<file path="config.mk">
export PLATFORM = sky130hd
export DESIGN_NAME = rect_seg_correlator
export DESIGN_NICKNAME = d
export VERILOG_FILES = /design/src/rtl/rsc_pkg.sv /design/src/rtl/rsc_sample_window.sv /design/src/rtl/rsc_segment_dot.sv /design/src/rtl/rsc_rectify_sum.sv /design/src/rtl/rect_seg_correlator.sv
export SDC_FILE = /design/constraint.sdc
export NUM_CORES = 2
export LEC_CHECK = 0
export ABC_CLOCK_PERIOD_IN_PS = 13200
export BUFFER_PORTS_ARGS = -buffer_cell sky130_fd_sc_hd__buf_2
export CAP_MARGIN = 20
export CORE_ASPECT_RATIO = 0.5
export CORE_MARGIN = 2
export CORE_UTILIZATION = 65
export DETAILED_ROUTE_END_ITERATION = 7
export PLACE_DENSITY = 0.82
export SLEW_MARGIN = 10
export SYNTH_ARGS = -nofsm -noshare
export SYNTH_HDL_FRONTEND = slang
export SYNTH_HIERARCHICAL = 1
export SYNTH_SLANG_ARGS = --single-unit
</file>
<file path="constraint.sdc">
create_clock -name clk -period 13.2 [get_ports clk]
set_input_delay 1.32 -clock clk [delete_from_list [all_inputs] [get_ports clk]]
set_output_delay 1.32 -clock clk [all_outputs]
set_load 0.01 [all_outputs]
</file>
<file path="src/rtl/rsc_pkg.sv">
package rsc_pkg;
   function automatic int part_width(input int smp_w, input int code_len);
      return smp_w + $clog2(code_len) + 1;
   endfunction

   function automatic int mag_width(input int smp_w, input int code_len);
      return smp_w + $clog2(code_len);
   endfunction

   function automatic int metric_width(input int smp_w, input int code_len, input int segs);
      return smp_w + $clog2(code_len) + $clog2(segs);
   endfunction
endpackage

</file>
<file path="src/rtl/rsc_sample_window.sv">
module rsc_sample_window #(
   parameter int SMP_W    = 8,
   parameter int CODE_LEN = 8,
   parameter int SEGMENTS = 8,
   localparam int WIN_LEN = CODE_LEN * SEGMENTS,
   localparam int CNT_W   = $clog2(WIN_LEN + 1)
) (
   input  logic                     clk,
   input  logic                     rst_n,
   input  logic                     valid_i,
   input  logic [SMP_W-1:0]         smp_i,
   output logic [WIN_LEN*SMP_W-1:0] win_o,
   output logic                     seg_ok_o,
   output logic                     win_ok_o
);
   localparam int HIST_BITS = (WIN_LEN - 1) * SMP_W;

   logic [HIST_BITS-1:0] hist_q;
   logic [CNT_W-1:0]     cnt_q;

   assign win_o    = {hist_q, smp_i};
   assign seg_ok_o = cnt_q >= CNT_W'(CODE_LEN - 1);
   assign win_ok_o = cnt_q >= CNT_W'(WIN_LEN - 1);

   always_ff @(posedge clk or negedge rst_n) begin
      if (!rst_n) begin
         hist_q <= '0;
         cnt_q  <= '0;
      end else if (valid_i) begin
         hist_q <= win_o[HIST_BITS-1:0];
         if (cnt_q != CNT_W'(WIN_LEN))
            cnt_q <= cnt_q + 1'b1;
      end
   end

   p_count_limit_r2: assert property (@(posedge clk) disable iff (!rst_n)
      cnt_q <= CNT_W'(WIN_LEN));

   p_full_implies_seg_r2: assert property (@(posedge clk) disable iff (!rst_n)
      win_ok_o |-> seg_ok_o);
endmodule

</file>
<file path="src/rtl/rsc_segment_dot.sv">
module rsc_segment_dot #(
   parameter int              SMP_W    = 8,
   parameter int              CODE_LEN = 8,
   parameter logic [CODE_LEN-1:0] CODE = '1,
   localparam int PART_W = rsc_pkg::part_width(SMP_W, CODE_LEN)
) (
   input  logic [CODE_LEN*SMP_W-1:0] seg_i,
   output logic signed [PART_W-1:0]  part_o
);
   always_comb begin
      logic signed [PART_W-1:0] acc;
      acc = '0;
      for (int j = 0; j < CODE_LEN; j++) begin
         logic signed [SMP_W-1:0]  smp;
         logic signed [PART_W-1:0] ext;
         smp = $signed(seg_i[(CODE_LEN-1-j)*SMP_W +: SMP_W]);
         ext = PART_W'(smp);
         if (CODE[j]) acc = acc + ext;
         else         acc = acc - ext;
      end
      part_o = acc;
   end
endmodule

</file>
<file path="src/rtl/rsc_rectify_sum.sv">
module rsc_rectify_sum #(
   parameter int SMP_W    = 8,
   parameter int CODE_LEN = 8,
   parameter int SEGMENTS = 8,
   localparam int PART_W  = rsc_pkg::part_width(SMP_W, CODE_LEN),
   localparam int MAG_W   = rsc_pkg::mag_width(SMP_W, CODE_LEN),
   localparam int MET_W   = rsc_pkg::metric_width(SMP_W, CODE_LEN, SEGMENTS)
) (
   input  logic [SEGMENTS*PART_W-1:0] parts_i,
   output logic [MET_W-1:0]           metric_o
);
   logic [SEGMENTS*MAG_W-1:0] mags;

   for (genvar s = 0; s < SEGMENTS; s++) begin : g_mag
      logic signed [PART_W-1:0] p;
      logic        [PART_W-1:0] folded;
      assign p      = $signed(parts_i[s*PART_W +: PART_W]);
      assign folded = p[PART_W-1] ? $unsigned(-p) : $unsigned(p);
      assign mags[s*MAG_W +: MAG_W] = folded[MAG_W-1:0];
   end

   always_comb begin
      logic [MET_W-1:0] acc;
      acc = '0;
      for (int s = 0; s < SEGMENTS; s++)
         acc = acc + MET_W'(mags[s*MAG_W +: MAG_W]);
      metric_o = acc;
   end
endmodule

</file>
<file path="src/rtl/rect_seg_correlator.sv">
module rect_seg_correlator #(
   parameter int              SMP_W    = 8,
   parameter int              CODE_LEN = 8,
   parameter int              SEGMENTS = 8,
   parameter logic [CODE_LEN-1:0] CODE = 8'b0100_1101,
   localparam int PART_W  = rsc_pkg::part_width(SMP_W, CODE_LEN),
   localparam int MET_W   = rsc_pkg::metric_width(SMP_W, CODE_LEN, SEGMENTS)
) (
   input  logic                     clk,
   input  logic                     rst_n,
   input  logic                     smp_valid_i,
   input  logic [SMP_W-1:0]         smp_i,
   output logic                     part_valid_o,
   output logic signed [PART_W-1:0] part_o,
   output logic                     metric_valid_o,
   output logic [MET_W-1:0]         metric_o
);
   localparam int WIN_LEN  = CODE_LEN * SEGMENTS;
   localparam int SEG_BITS = CODE_LEN * SMP_W;
   localparam int MAX_MAG  = CODE_LEN * (2 ** (SMP_W - 1));
   localparam int MAX_MET  = SEGMENTS * MAX_MAG;

   if (SMP_W < 2) begin : g_bad_smp
      $error("sample width must be at least 2");
   end
   if (CODE_LEN < 2 || (CODE_LEN & (CODE_LEN - 1)) != 0) begin : g_bad_code
      $error("code length must be a power of two of at least 2");
   end
   if (SEGMENTS < 1 || (SEGMENTS & (SEGMENTS - 1)) != 0) begin : g_bad_segs
      $error("segment count must be a power of two");
   end

   logic [WIN_LEN*SMP_W-1:0]   win;
   logic                       seg_ok, win_ok;
   logic [SEGMENTS*PART_W-1:0] parts;
   logic [MET_W-1:0]           metric_d;

   rsc_sample_window #(
      .SMP_W(SMP_W), .CODE_LEN(CODE_LEN), .SEGMENTS(SEGMENTS)
   ) u_win (
      .clk(clk), .rst_n(rst_n), .valid_i(smp_valid_i), .smp_i(smp_i),
      .win_o(win), .seg_ok_o(seg_ok), .win_ok_o(win_ok)
   );

   for (genvar s = 0; s < SEGMENTS; s++) begin : g_seg
      rsc_segment_dot #(
         .SMP_W(SMP_W), .CODE_LEN(CODE_LEN), .CODE(CODE)
      ) u_dot (
         .seg_i(win[s*SEG_BITS +: SEG_BITS]),
         .part_o(parts[s*PART_W +: PART_W])
      );
   end

   rsc_rectify_sum #(
      .SMP_W(SMP_W), .CODE_LEN(CODE_LEN), .SEGMENTS(SEGMENTS)
   ) u_sum (
      .parts_i(parts), .metric_o(metric_d)
   );

   always_ff @(posedge clk or negedge rst_n) begin
      if (!rst_n) begin
         part_valid_o   <= 1'b0;
         metric_valid_o <= 1'b0;
         part_o         <= '0;
         metric_o       <= '0;
      end else begin
         part_valid_o   <= smp_valid_i && seg_ok;
         metric_valid_o <= smp_valid_i && win_ok;
         if (smp_valid_i) begin
            part_o   <= $signed(parts[PART_W-1:0]);
            metric_o <= metric_d;
         end
      end
   end

   p_part_after_sample_r2: assert property (@(posedge clk) disable iff (!rst_n)
      part_valid_o |-> $past(smp_valid_i));

   p_metric_implies_part_r2: assert property (@(posedge clk) disable iff (!rst_n)
      metric_valid_o |-> part_valid_o);

   p_part_bound_r3: assert property (@(posedge clk) disable iff (!rst_n)
      (int'(part_o) <= MAX_MAG) && (int'(part_o) >= -MAX_MAG));

   p_metric_covers_part_r4: assert property (@(posedge clk) disable iff (!rst_n)
      int'(metric_o) >= ((int'(part_o) < 0) ? -int'(part_o) : int'(part_o)));

   p_idle_hold_r6: assert property (@(posedge clk) disable iff (!rst_n)
      !$past(smp_valid_i) |-> ($stable(part_o) && $stable(metric_o) && !metric_valid_o));

   p_no_overflow_r7: assert property (@(posedge clk) disable iff (!rst_n)
      int'(metric_o) <= MAX_MET);
endmodule

</file>
==> impl_metrics.yaml <==
outcome:
  status: "completed"
global_route:
  overflow: 0
  grt_use_met2_pct: 39.99
  grt_pass1_vias: 26220
  top_usage_layer: "met2"
  antenna_found_initial: 4
  grt_max_degree: 151
  grt_use_met1_pct: 34.26
  met3_usage_pct: 4.685
  grt_pass1_wl_mm: 129.7
  grt_usage_pct: 24.46
cts:
  cts_max_level: 2
  hold_buffers: 0
  insertion_delay_ns: 0.60
  clk_pin_slew_ns: 0.06
  cts-buffers-inserted: 51
  cts_tree: "yes"
  post_cts_buffers: 0
  cts_sinks: 539
  cts-root-buf: "clkbuf_16"
  cts_buffer_depth: 3
  cts-resized-gates: 0
critical_path:
  regToRegSetupSlack_ns: 2.59
  r2r-end: "metric_o[11]"
  r2r_start: "u_win/hist_q[90]"
  slowest_stage: "xnor2_1"
  cpPeakStageDelay_ns: 0.66
  worst_setup_path_end_kind: "flop"
  crit_path_start_kind: "flop"
  critical_path_arrival_ns: 11.09
  path_class: "reg -> reg"
  worstPathRequired_ns: 13.68
  r2r_cells: 37
  cpMostUsedCell: "fa_1"
  worstPathMaxFanout: 11
timing:
  slew_viol_final: 0
  relSlewSlack_pct: 30.62
  worst_pin_slew_ns: 1.041
  rsz0062_at_grt: "false"
  finClkSkew_ns: 0.01330
  final-setup-viol-count: 0
  setup_tns_ns: 0
  hold_viol: 0
  final.min_clock_period_ns: 10.61
  clock.fmax_ghz: 0.09421
  period_share_pct: 80.41
die:
  die_w_um: 358.8
  io_pins: 39
  dieArea_mm2: 0.06509
  start_util_pct: 66.36
  coreArea_mm2: 0.06166
  die_height_um: 181.4
  rows: 64
place:
  dpl.hpwl_mm: 58.13
  globalplace.congestion: 0.8976
  port_buffers: 38
logic_synthesis:
  async_reset_ff_share_pct: 100.0
  yosys_warnings: 6
  ys_seq_area_share_pct: 32.97
  ys.flop_type: "dfrtp_1"
  ys_types: 77
  synthesis.area_mm2: 0.04091
  yosys.area.top_type_share_pct: 32.97
  yosysTopAreaCell: "dfrtp_1"
  synth_nets: 4147
  synth_edf_count: 0
  yosys-top-cells-area: "dfrtp_1, fa_1, mux2_2"
  syn_inst: 3507
  synth-seq-cells: 539
  avgSynthCellArea_um2: 11.67
drt:
  vias: 24710
  ant_nets: 0
  drc: 0
  wl_per_cell_um: 17.45
  drtIter0Drc: 1558
  dr.pass1.iters: 5
  viasPerCell: 5.618
  routed_wl_mm: 76.78
cells_and_area:
  drive_above_1_share_pct: 20.22
  fin_nets: 4172
  synthToLayoutAreaGrowth_pct: 6.086
min_path:
  worstHoldStart: "part_o[9]"
  hold_path_end: "part_o[9]"
  min_path_cells: 1
  hold_class: "reg -> reg"
job:
  max_cap_violations: 0
[cells in the final DEF, fill, tap and decap left out, drive strengths merged, types with 67 or more instances in the layout]
cell type / Yosys / layout
ha: 223 / 223
dfrtp: 539 / 539
xor2: 67 / 67
inv: 729 / 731
fa: 406 / 406
o21ai: 74 / 74
xnor2: 159 / 159
nor2: 98 / 98
a21oi: 107 / 107
mux2: 531 / 531
nand2: 91 / 91
[registers in the layout, summed over array words and instances (netlist names)]
name            flops
metric_valid_o      1
u_win/cnt_q         7
u_win/hist_q      504
part_o             12
metric_o           14
part_valid_o        1
[cell usage after synthesis, drive strengths merged, types with 9 or more instances]
| master | number |
|---|---|
| and3 | 16 |
| a31oi | 17 |
| xnor2 | 159 |
| nor3 | 20 |
| clkbuf | 10 |
| a21o | 29 |
| o21a | 29 |
| fa | 406 |
| o31ai | 24 |
| o2111ai | 12 |
| ha | 223 |
| dfrtp | 539 |
| mux2 | 531 |
| nand2 | 91 |
| and2 | 20 |
| nand3 | 44 |
| a21oi | 107 |
| o21ai | 74 |
| buf | 69 |
| or3 | 15 |
| xor2 | 67 |
| nor2b | 38 |
| inv | 729 |
| or2 | 9 |
| o211ai | 13 |
| o21bai | 12 |
| a211oi | 12 |
| nor2 | 98 |
[per-layer routing]
metal  vias to the layer above  share of wire (%)
li1                      11400                  -
met5                         -              0.025
met2                       472                 48
met1                     12710                 45
met3                       124                5.5
met4                         4                2.0
[worst max path at each step]
stage | start | slack (ns) | end | depth (start not counted)
2_1_floorplan | smp_i[2] | 3.29 | metric_o[11] | 37
3_3_place_gp | smp_i[2] | 2.88 | metric_o[11] | 35
3_5_place_dp | smp_i[2] | 2.70 | metric_o[11] | 35
4_1_cts | u_win/hist_q[90] | 2.68 | metric_o[11] | 37
5_1_grt | u_win/hist_q[25] | 1.90 | metric_o[11] | 40
6_report | u_win/hist_q[90] | 2.59 | metric_o[11] | 37
[metrics by stage]
stage | instance area (um2) | instances | setup WS [ns] | hold WS (ns) | util, %
floorplan | 40910 | 3507 | 3.294 | 0.4807 | -
global placement | 41660 | 4303 | 2.883 | 0.4860 | 67.57
detailed placement | 41660 | 4303 | 2.696 | 0.4900 | 67.57
CTS | 43370 | 4395 | 2.680 | 0.5045 | 70.34
global route | 43400 | 4396 | 1.901 | 0.5210 | 70.38
finish | 43400 | 4399 | 2.586 | 0.5004 | 70.39
[critical path, delay by kind of cell, from the launching register on]
| family | cells | cell delay [ns] |
|---|---|---|
| XOR/XNOR | 4 | 1.31 |
| AND/OR/NAND/NOR | 1 | 0.04 |
| adder cells (fa/ha/maj) | 11 | 5.04 |
| flip-flops | 1 | 0.41 |
| AO/OA/AOI/OAI | 15 | 3.18 |
| buffers and inverters | 5 | 0.26 |
| multiplexers | 1 | 0.25 |
[kinds of logic (layout without fill, tap and decap cells)]
kind of cell / after synthesis / in the layout / share of synthesized area (%)
other cells: 0 / 3 / 0
buf+inv: 808 / 872 / 8.144
flops: 539 / 539 / 32.97
compound gates: 391 / 391 / 6.930
xor+xnor: 226 / 226 / 4.838
simple gates: 379 / 379 / 4.642
fa+ha+maj: 629 / 629 / 26.69
mux: 535 / 535 / 15.80
[layout make-up]
type / count / area [um2]
clock buffers: 66 / 1445
clock inverters: 26 / 260.3
inverters: 729 / 2736
fillers: 4213 / 18260
diodes: 3 / 7.507
repair buffers: 51 / 340.3
flip-flops and latches: 539 / 13490
well taps: 825 / 1032
multi-input cells: 2160 / 24090
Power is not shown: default switching activity piles up to over one toggle a cycle in this logic, so the estimate is an artifact.
